**config.mk**
```make
export PLATFORM = sky130hd
export DESIGN_NAME = xbus_ctrl
export DESIGN_NICKNAME = d
export VERILOG_FILES = /design/src/rtl/xbus_pkg.sv /design/src/rtl/xbus_clkgen.sv /design/src/rtl/xbus_strap.sv /design/src/rtl/xbus_seq.sv /design/src/rtl/xbus_intflag.sv /design/src/rtl/xbus_ctrl.sv
export SDC_FILE = /design/constraint.sdc
export NUM_CORES = 1
export LEC_CHECK = 0
export BUFFER_PORTS_ARGS = -buffer_cell sky130_fd_sc_hd__buf_2
export CAP_MARGIN = 15
export CORE_AREA = 10 10 47 49
export DETAILED_ROUTE_END_ITERATION = 6
export DIE_AREA = 0 0 57 59
export PLACE_DENSITY = 0.62
export REMOVE_ABC_BUFFERS = 1
export SLEW_MARGIN = 20
export SYNTH_ARGS = -nofsm -noshare
export SYNTH_HDL_FRONTEND = slang
export SYNTH_SLANG_ARGS = --single-unit
```
**constraint.sdc**
```tcl
create_clock -name clk_osc -period 2 [get_ports clk_osc]
set_input_delay 0.1 -clock clk_osc [delete_from_list [all_inputs] [get_ports clk_osc]]
set_output_delay 0.1 -clock clk_osc [all_outputs]
set_load 0.01 [all_outputs]
```
**src/rtl/xbus_pkg.sv**
```systemverilog
package xbus_pkg;

  typedef enum logic [1:0] {
    BUS_IDLE = 2'd0,
    BUS_XFER = 2'd1,
    BUS_HELD = 2'd2
  } bus_st_e;

  // Routing decision: program space follows the frozen strap, data space its tag.
  function automatic logic goes_external(input logic prog,
                                         input logic ext_tag,
                                         input logic strap_n);
    return prog ? ~strap_n : ext_tag;
  endfunction

  // The hold handshake is only live while the enable bit is set.
  function automatic logic hold_wanted(input logic en, input logic rq_n);
    return en & ~rq_n;
  endfunction

  // Oscillator cycles a single external transfer keeps its strobes active.
  function automatic int unsigned xfer_osc_cycles(input int unsigned beats);
    return 2 * beats;
  endfunction

endpackage

```
**src/rtl/xbus_clkgen.sv**
```systemverilog
module xbus_clkgen (
  input  logic clk,
  input  logic rst_n,
  output logic clk_half,
  output logic bus_tick
);
  logic ph_q;

  always_ff @(posedge clk) begin
    if (!rst_n) ph_q <= 1'b0;
    else        ph_q <= ~ph_q;
  end

  assign clk_half = ph_q;
  // Next edge raises clk_half: that is where the bus advances.
  assign bus_tick = ~ph_q;
endmodule

```
**src/rtl/xbus_strap.sv**
```systemverilog
module xbus_strap (
  input  logic clk,
  input  logic rst_n,
  input  logic strap_n,
  output logic strap_q
);
  always_ff @(posedge clk) begin
    if (!rst_n) strap_q <= strap_n;
  end
endmodule

```
**src/rtl/xbus_seq.sv**
```systemverilog
module xbus_seq
  import xbus_pkg::*;
#(
  parameter int unsigned XFER_STATES = 2
) (
  input  logic clk,
  input  logic rst_n,
  input  logic bus_tick,
  input  logic hold_take,
  input  logic req_valid,
  input  logic dest_ext,
  input  logic req_write,
  input  logic req_fetch,
  output logic req_ready,
  output logic ext_start,
  output logic cyc_active,
  output logic held,
  output logic mem_rd_n,
  output logic fetch_out,
  output logic hold_ack_n
);
  localparam int unsigned CNT_W = (XFER_STATES > 1) ? $clog2(XFER_STATES) : 1;

  bus_st_e st_q;
  logic    wr_q, fe_q;
  logic    last_beat;
  logic    ext_ok, int_ok;

  always_comb begin
    ext_ok    = (st_q == BUS_IDLE) && !hold_take;
    int_ok    = (st_q != BUS_XFER);
    req_ready = rst_n && bus_tick && (dest_ext ? ext_ok : int_ok);
    ext_start = req_valid && req_ready && dest_ext;
  end

  generate
    if (XFER_STATES == 1) begin : g_single
      assign last_beat = 1'b1;
    end else begin : g_count
      logic [CNT_W-1:0] cnt_q;
      always_ff @(posedge clk) begin
        if (!rst_n)
          cnt_q <= '0;
        else if (bus_tick) begin
          if (ext_start)
            cnt_q <= CNT_W'(XFER_STATES - 1);
          else if (st_q == BUS_XFER && cnt_q != '0)
            cnt_q <= cnt_q - CNT_W'(1);
        end
      end
      assign last_beat = (cnt_q == '0);
    end
  endgenerate

  always_ff @(posedge clk) begin
    if (!rst_n) begin
      st_q <= BUS_IDLE;
      wr_q <= 1'b0;
      fe_q <= 1'b0;
    end else if (bus_tick) begin
      unique case (st_q)
        BUS_IDLE: begin
          if (hold_take)
            st_q <= BUS_HELD;
          else if (ext_start) begin
            st_q <= BUS_XFER;
            wr_q <= req_write;
            fe_q <= req_fetch;
          end
        end
        BUS_XFER: begin
          if (last_beat) st_q <= hold_take ? BUS_HELD : BUS_IDLE;
        end
        BUS_HELD: begin
          if (!hold_take) st_q <= BUS_IDLE;
        end
        default: st_q <= BUS_IDLE;
      endcase
    end
  end

  assign cyc_active = (st_q == BUS_XFER);
  assign held       = (st_q == BUS_HELD);
  assign mem_rd_n   = ~(cyc_active & ~wr_q);
  assign fetch_out  = cyc_active & fe_q;
  assign hold_ack_n = ~held;
endmodule

```
**src/rtl/xbus_intflag.sv**
```systemverilog
module xbus_intflag (
  input  logic clk,
  input  logic rst_n,
  input  logic held,
  input  logic irq_bus_pend,
  input  logic ext_start,
  output logic irq_bus_n
);
  logic flag_q;

  always_ff @(posedge clk) begin
    if (!rst_n)                     flag_q <= 1'b0;
    else if (held && irq_bus_pend)  flag_q <= 1'b1;
    else if (ext_start)             flag_q <= 1'b0;
  end

  assign irq_bus_n = ~flag_q;
endmodule

```
**src/rtl/xbus_ctrl.sv**
```systemverilog
module xbus_ctrl
  import xbus_pkg::*;
#(
  parameter int unsigned XFER_STATES = 2
) (
  input  logic clk_osc,
  input  logic rst_n,
  input  logic strap_ext_n,
  input  logic cfg_hold_en,
  input  logic hold_rq_n,
  input  logic irq_bus_pend,
  input  logic req_valid,
  input  logic req_prog,
  input  logic req_ext,
  input  logic req_write,
  input  logic req_fetch,
  output logic req_ready,
  output logic clk_half,
  output logic mem_rd_n,
  output logic fetch_out,
  output logic hold_ack_n,
  output logic irq_bus_n
);
  // Internal events, named so the checker can watch them.
  logic bus_tick;
  logic strap_q;
  logic dest_ext;
  logic hold_take;
  logic ext_start;
  logic cyc_active;
  logic held;

  assign dest_ext  = goes_external(req_prog, req_ext, strap_q);
  assign hold_take = hold_wanted(cfg_hold_en, hold_rq_n);

  xbus_clkgen u_clk (
    .clk      (clk_osc),
    .rst_n    (rst_n),
    .clk_half (clk_half),
    .bus_tick (bus_tick)
  );

  xbus_strap u_strap (
    .clk     (clk_osc),
    .rst_n   (rst_n),
    .strap_n (strap_ext_n),
    .strap_q (strap_q)
  );

  xbus_seq #(.XFER_STATES(XFER_STATES)) u_seq (
    .clk        (clk_osc),
    .rst_n      (rst_n),
    .bus_tick   (bus_tick),
    .hold_take  (hold_take),
    .req_valid  (req_valid),
    .dest_ext   (dest_ext),
    .req_write  (req_write),
    .req_fetch  (req_fetch),
    .req_ready  (req_ready),
    .ext_start  (ext_start),
    .cyc_active (cyc_active),
    .held       (held),
    .mem_rd_n   (mem_rd_n),
    .fetch_out  (fetch_out),
    .hold_ack_n (hold_ack_n)
  );

  xbus_intflag u_int (
    .clk          (clk_osc),
    .rst_n        (rst_n),
    .held         (held),
    .irq_bus_pend (irq_bus_pend),
    .ext_start    (ext_start),
    .irq_bus_n    (irq_bus_n)
  );
endmodule

```
== After elaboration in Yosys (flattened, before gate mapping) ==
Index checks and enable logic that the tools add are counted.

* Bits in registers: 8
* Logic and storage cells: 51

* Add/subtract/negate cells: 1
* Equal/unequal tests: 6
* Muxes and demuxes: 12
* Bitwise operators: 11
* Reduce and logical (&&, ||, !) cells: 14

{| class="wikitable"
|+ Operators by type and width
! operator !! count
|-
| $mux W2 || 5
|-
| $not A1 Y1 || 8
|-
| $reduce_and A4 Y1 || 2
|-
| $logic_and A1 B1 Y1 || 7
|-
| $mux W1 || 6
|-
| $pmux W2 S3 || 1
|-
| $ne A2 B2 Y1 const B || 2
|-
| $reduce_bool A2 Y1 || 2
|-
| $and A1 B1 Y1 || 3
|-
| $ne A3 B2 Y1 const B || 1
|-
| $eq A2 B1 Y1 const B || 1
|-
| $eq A2 B2 Y1 const B || 1
|-
| $logic_not A2 Y1 || 1
|-
| $ne A2 B1 Y1 const B || 1
|-
| $reduce_and A2 Y1 || 1
|-
| $logic_not A1 Y1 || 1
|-
| $sub A1 B1 Y1 const B || 1
|}

== Depth between registers and ports, before layout ==
Gate-level depths: netlist of the first run.

* Word-level depth: 11
* Gate-level depth with buffers: 4
* Mapped depth without buffers: 4

== Cells and area by module ==
From an unflattened synthesis of the first run, not the netlist that was laid out.

* Cells, all modules: 48
* Area, all modules: 434.2 um^2

{| class="wikitable"
|+ By module, submodules not included
! module !! times used !! cells an instance !! area each (um^2) !! sequential area each (um^2)
|-
| xbus_seq || 1 || 35 || 305.3 || 100.1
|-
| xbus_intflag || 1 || 5 || 45.0 || 20.0
|-
| xbus_strap || 1 || 2 || 33.8 || 30.0
|-
| xbus_clkgen || 1 || 3 || 30.0 || 20.0
|-
| xbus_ctrl || 1 || 3 || 20.0 || 0.0
|}

== Worst setup path after synthesis of the first run ==
No wires, ideal clock.

* Path type: flip-flop to flip-flop
* From: reg u_seq.st_q[1]
* To: reg u_int.flag_q
* Library setup time: 0.116 ns
* Arrival: 0.966 ns
* Required time: 1.884 ns
* Setup slack: 0.918 ns
* Stages on the path, launching flop included: 5
* Buffers on the path: 1
* Period minus slack after synthesis: 1.082 ns
* Cells stage by stage: dfxtp_1 -> buf_6 -> nor3_4 -> nand4_4 -> a31o_1

* Longest elaborated chain between the ends: 7
* Elaborated cells on any way between the ends: 11
* Those cells by class: eq/ne: 2; mux: 2; reduce/logical: 7

{| class="wikitable"
|+ Ends and longest elaborated chain
! element !! RTL line !! text
|-
| from (decl) || xbus_seq.sv:24 || <nowiki>bus_st_e st_q;</nowiki>
|-
| from (signal assigned) || xbus_seq.sv:72 || <nowiki>if (last_beat) st_q <= hold_take ? BUS_HELD : BUS_IDLE;</nowiki>
|-
| $logic_not A2 Y1 || xbus_seq.sv:30 || <nowiki>ext_ok = (st_q == BUS_IDLE) && !hold_take;</nowiki>
|-
| $logic_and A1 B1 Y1 || xbus_seq.sv:30 ||
|-
| $mux W1 || xbus_seq.sv:32 || <nowiki>req_ready = rst_n && bus_tick && (dest_ext ? ext_ok : int_ok);</nowiki>
|-
| $logic_and A1 B1 Y1 || xbus_seq.sv:32 ||
|-
| $logic_and A1 B1 Y1 (2 in series) || xbus_seq.sv:33 || <nowiki>ext_start = req_valid && req_ready && dest_ext;</nowiki>
|-
| $reduce_bool A2 Y1 (no line) || n/a ||
|-
| to (signal assigned) || xbus_intflag.sv:12 || <nowiki>if (!rst_n) flag_q <= 1'b0;</nowiki>
|-
| to (signal assigned) || xbus_intflag.sv:13 || <nowiki>else if (held && irq_bus_pend) flag_q <= 1'b1;</nowiki>
|-
| to (signal assigned) || xbus_intflag.sv:14 || <nowiki>else if (ext_start) flag_q <= 1'b0;</nowiki>
|-
| to (decl) || xbus_intflag.sv:9 || <nowiki>logic flag_q;</nowiki>
|}

Parallel ways exist; a longest one is shown, timed or not.
A chain may end at the register's enable or synchronous reset.

== Final worst setup path of the first run ==
* From: reg u_seq.st_q[0]
* To: out mem_rd_n

* Longest elaborated chain between the ends: 3

{| class="wikitable"
|+ Ends and longest elaborated chain
! element !! RTL line !! text
|-
| $eq A2 B1 Y1 || xbus_seq.sv:82 || <nowiki>assign cyc_active = (st_q == BUS_XFER);</nowiki>
|-
| $and A1 B1 Y1 || xbus_seq.sv:84 || <nowiki>assign mem_rd_n = ~(cyc_active & ~wr_q);</nowiki>
|-
| $not A1 Y1 || xbus_seq.sv:84 ||
|-
| to (decl) || xbus_ctrl.sv:19 || <nowiki>output logic mem_rd_n,</nowiki>
|}

No other way between the ends.

==> impl_metrics.toml, run 1 <==
[outcome]
outcome = "complete, no violations"

[drt]
wl_um = 901
drt.antenna.violating_nets = 0
post-route-drc-count = 0
wl_per_cell_um = 11.9
vias = 339
vias_per_cell = 4.46
drt_iter0_markers = 5
first_pass_iters = 4

[cts]
cts_buffer_depth = 2
hold_buffers = 0
cts-resized-gates = 0
htreeDepth = 1
clkTransAtPathRegs_ns = 0.06
post_cts_buffers = 0
clock_sinks = 8
cts_root_buf = "clkbuf_4"
cts_tree = "done"
numCtsBuffers = 3
clk_latency_ns = 0.25

[critical_path]
cp.required_ns = 1.90
r2r-start = "u_seq.st_q[1]"
r2r_cells = 3
endpoint = "mem_rd_n"
ff2ff_setup_slack_ns = 0.85
crit_fanout = 5
crit_start = "u_seq.st_q[0]"
criticalPathCategory = "reg -> out"
arrival_ns = 1.35
end_kind = "output pin"
critPathLaunchType = "register"
reg2reg_to = "u_int.flag_q"

[final_layout]
n_antenna_cell = 0
layout_commonest_cell = "buf_2"
drive_gt1_share_pct = 41.7
final_util_pct = 36.6
multi_input_area_um2 = 198
fill_cells = 159
finish.instance_area_um2 = 513
seqCellArea_um2 = 170
final_cell_mix = "buf_2 (16), dfxtp_1 (7), nand2_1 (5)"
nets = 72
area_growth_syn_to_layout_pct = 28.9

[grt]
grt_max_degree = 11
grt_util_all_layers_pct = 5.73
grt-ovfl-total = 0
busiest_layer = "met1"
grt_pass1_wl_um = 1540
grt_use_met1_pct = 7.08
groute.layer.met3.usage_pct = 3.43
antenna_found_initial = 0
use_met2_pct = 6.98
grt_pass1_vias = 358

[placed_design]
io_buffers = 16
placed_cell_area_um2 = 487
dp_hpwl_um = 727
place.gp.congestion = 0.692

[floorplanning]
die_area_um2 = 3360
rows = 14
initial_core_util_pct = 28.4
die_w_um = 57
core-area_um2 = 1400
die_h_um = 59
ios = 17

[yosys]
synth_largest_area_cell = "dfxtp_1"
synth.distinct_cells = 21
syn_area_um2 = 398
yosys-top-cells-area = "dfxtp_1 (35%), edfxtp_1 (7.5%), nand4_4 (5.3%)"
syn_area_per_cell_um2 = 9.70
synth_cells = 41
synth.yosys.seq_area_share_pct = 42.8
ys_ff_latch = 8
yosys_warnings = 0
synth_top_area_share_pct = 35.2

[pwr]
powerDensity_nw_per_um2 = 703
ir_drop_v = 0.000309
leakagePower_uw = 0.000224

[worst_hold_path]
hp-class = "in -> reg"

[timing]
fin_setup_tns_ns = 0
rsz0062_at_grt = "false"
clock_skew_ns = 0.00221
worst_slew_pin_slew_ns = 0.364
post-route-min-period_ns = 1.45
fin_crit_sh_pct = 72.6
hold_violations = 0
slew_headroom_pct = 75.7
setup_viol_count_final = 0
max_freq_mhz = 688
slew_violations = 0

[run]
cap_viol_max_count = 0
==> cells in the mapped netlist (all sizes together) <==
master,number
dfxtp,7
o21ai,2
nand2,5
nor3b,1
o311a,1
mux2i,2
nand4,1
o31ai,2
inv,5
nor2b,2
nor2,3
a31o,1
nand3b,1
a21oi,4
nor3,1
edfxtp,1
or3,1
buf,1
==> where the power goes <==
part	switching [uW]	internal, uW
logic	25.4	24.4
clock network	54.6	76.3
registers	9.01	171
total	89.0	272
==> how the worst min path moves through the flow <==
stage | start | end | depth (start not counted)
after global routing | strap_ext_n | u_strap.strap_q | 1
after global placement | strap_ext_n | u_strap.strap_q | 1
after detailed placement | strap_ext_n | u_strap.strap_q | 1
after floorplan | strap_ext_n | u_strap.strap_q | 0
final | strap_ext_n | u_strap.strap_q | 1
after CTS | strap_ext_n | u_strap.strap_q | 1
==> logic make-up (layout without fill, tap and decap cells) <==
kind of cell,after synthesis,count (layout),synth area share (%)
DFF,8,8,42.8
muxes,2,2,5.03
and+or+nand+nor,15,15,27.4
AOI/OAI and AO/OA,10,10,17.3
buffers and inverters,6,25,7.54
==> registers in the layout (all words and copies together) (netlist names) <==
name,flops
u_strap.strap_q,1
u_seq.st_q,2
u_clk.clk_half,1
u_int.flag_q,1
u_seq.fe_q,1
u_seq.wr_q,1
u_seq.g_count.cnt_q,1
==> critical path, stage by stage, from the launching register on <==
cell and delay [ns]:
dfxtp_1 0.42, inv_1 0.14, or3_1 0.40, buf_2 0.15
==> per-layer routing <==
metal  routed length [um]  share of wire (%)
met1                  450                 50
met4                    0                  0
met3                   91                 10
met5                    0                  0
met2                  359                 40
==> per-stage QoR <==
step | setup WS [ns] | cells | hold WS, ns | total power (uW)
global route | 0.471 | 76 | 0.0198 | 380
detailed placement | 0.799 | 72 | 0.279 | 234
CTS | 0.527 | 76 | 0.0144 | 365
global placement | 0.824 | 72 | 0.278 | 233
floorplan | 0.929 | 40 | 0.199 | 212
finish | 0.547 | 76 | 0.0204 | 361
==> final cells by class <==
cell class	count	area share, %
sequential	8	33.2
multi-input combinational	27	38.5
inverter	5	3.66
tap	16	3.90
clock buffer	4	5.12
timing repair buffer	16	15.6
No activity file was read; power rests on OpenSTA's default activity.
==> inputs of run 2 (changes only) <==
- PLACE_DENSITY: 0.62 -> 0.64
- clock period: 2 -> 1.26 ns (I/O delays scaled with it)
==> run 2 against run 1 <==
  * Die area stayed put
  * Non-clock buffer count rose by 4
  * Clock skew increased by 0.0086 ns
  * Register-to-register slack got worse by 0.79 ns
  * Sequential cell count stayed put
==> impl_metrics.toml, run 2 (synthesis gave the netlist of run 1 again) <==
[worst_hold_path]
hold_path.startpoint = "req_write"
min_path_cells = 3
hp-class = "in -> reg"
min_to = "u_seq.wr_q"

[floorplanning]
rows = 14
initial_core_util_pct = 28.4
die_area_um2 = 3360
die_h_um = 59
ios = 17
die_w_um = 57
core-area_um2 = 1400

[final_layout]
largest_reg_flops = 2
n_antenna_cell = 0
drive_gt1_share_pct = 51.6
multi_input_area_um2 = 208
nets = 76
seqCellArea_um2 = 175
final_util_pct = 41.1
finish.instance_area_um2 = 576
area_growth_syn_to_layout_pct = 44.7
final_cell_mix = "buf_2 (14), nand2_1 (5), dfxtp_1 (5)"
top_register = "u_seq.st_q"
layout_commonest_cell = "buf_2"
fill_cells = 157

[cts]
clkTransAtPathRegs_ns = 0.06
clock_sinks = 8
cts_tree = "done"
clk_latency_ns = 0.26
cts_root_buf = "clkbuf_4"
htreeDepth = 1
cts_buffer_depth = 2
numCtsBuffers = 3

[outcome]
outcome = "complete, no violations"

[drt]
wl_um = 953
vias_per_cell = 4.64
first_pass_iters = 4
drt_iter0_markers = 5
vias = 371
drt.antenna.violating_nets = 0
post-route-drc-count = 0
wl_per_cell_um = 11.9

[critical_path]
r2r-start = "u_seq.st_q[0]"
reg2reg_to = "u_int.flag_q"
critPathLaunchType = "register"
arrival_ns = 1.18
end_kind = "output pin"
r2r_cells = 4
crit_fanout = 3
crit_start = "u_strap.strap_q"
criticalPathCategory = "reg -> out"
cp.required_ns = 1.20
ff2ff_setup_slack_ns = 0.06

[timing]
slew_headroom_pct = 73.7
fin_crit_sh_pct = 98.6
slew_violations = 0
post-route-min-period_ns = 1.24
hold_violations = 0
clock_skew_ns = 0.0109
worst_slew_pin_slew_ns = 0.394
rsz0062_at_grt = "true"
max_freq_mhz = 805
setup_viol_count_final = 0

[pwr]
leakagePower_uw = 0.000250
powerDensity_nw_per_um2 = 1030
ir_drop_v = 0.000600

[grt]
grt_util_all_layers_pct = 5.47
grt_pass1_wl_um = 1430
grt_max_degree = 11
grt-ovfl-total = 0
grt_pass1_vias = 364
antenna_found_initial = 0

[placed_design]
dp_hpwl_um = 733
placed_cell_area_um2 = 487
place.gp.congestion = 0.770
io_buffers = 16

[run]
cap_viol_max_count = 0
==> run 2: cell types whose count changed in the layout (fill, tap and decap cells not counted), sizes merged <==
cell         before  now
buf              16   19
dlygate4sd3       0    1
==> run 2: final cells by class <==
| cell class | instances | area share (%) |
|---|---|---|
| inverters | 5 | 3.70 |
| repair buffers | 20 | 21.7 |
| clock buffers | 4 | 4.57 |
| multi-input cells | 27 | 36.1 |
| well taps | 16 | 3.48 |
| flip-flops and latches | 8 | 30.4 |
==> run 2: per-layer routing <==
| layer | wire length (um) | vias up | track usage (%) |
|---|---|---|---|
| met5 | 0 | - | 0 |
| met4 | 23 | 0 | 5.03 |
| met3 | 110 | 4 | 3.43 |
| met2 | 417 | 19 | 8.22 |
| met1 | 401 | 160 | 5.05 |
| li1 | - | 188 | - |
==> run 2: power by group <==
part           total [uW]  switching, uW  leakage (uW)  internal (uW)
Combinational        96.9           44.4      0.000167           52.5
Sequential            286           15.0     0.0000682            271
Clock                 209           87.9     0.0000150            121
==> run 2: through the flow <==
stage	power, uW	setup WS, ns	hold slack (ns)	instances	setup TNS, ns
final	592	0.0172	0.0379	80	0
after global routing	623	-0.0507	0.0480	80	-0.0507
after CTS	595	0.00599	0.0368	79	0
after detailed placement	371	0.101	0.247	72	0
after global placement	369	0.128	0.241	72	0
after floorplan	336	0.189	0.162	40	0
==> run 2: repair_timing <==
item                                    4_1_cts  5_1_grt
endpoints found under the setup margin        2        3
gates resized for setup                       6        3
gates cloned                                  0        0
pin swaps                                     2        2
setup buffers                                 2        1
hold endpoints to repair                      1        0
hold buffers                                  1        0
==> run 2: worst max-delay path, stage by stage (launching register included) <==
cell,delay [ns]
edfxtp_1,0.38
a21oi_2,0.20
o31ai_2,0.09
o311a_2,0.13
buf_6,0.12
==> run 2: how the worst max path moves through the flow <==
stage                    to  slack [ns]  cells after the start
3_5_place_dp      req_ready        0.10                      3
3_3_place_gp      req_ready        0.13                      3
2_1_floorplan  u_int.flag_q        0.19                      3
6_report          req_ready        0.02                      4
5_1_grt           req_ready       -0.05                      4
4_1_cts           req_ready       0.006                      3
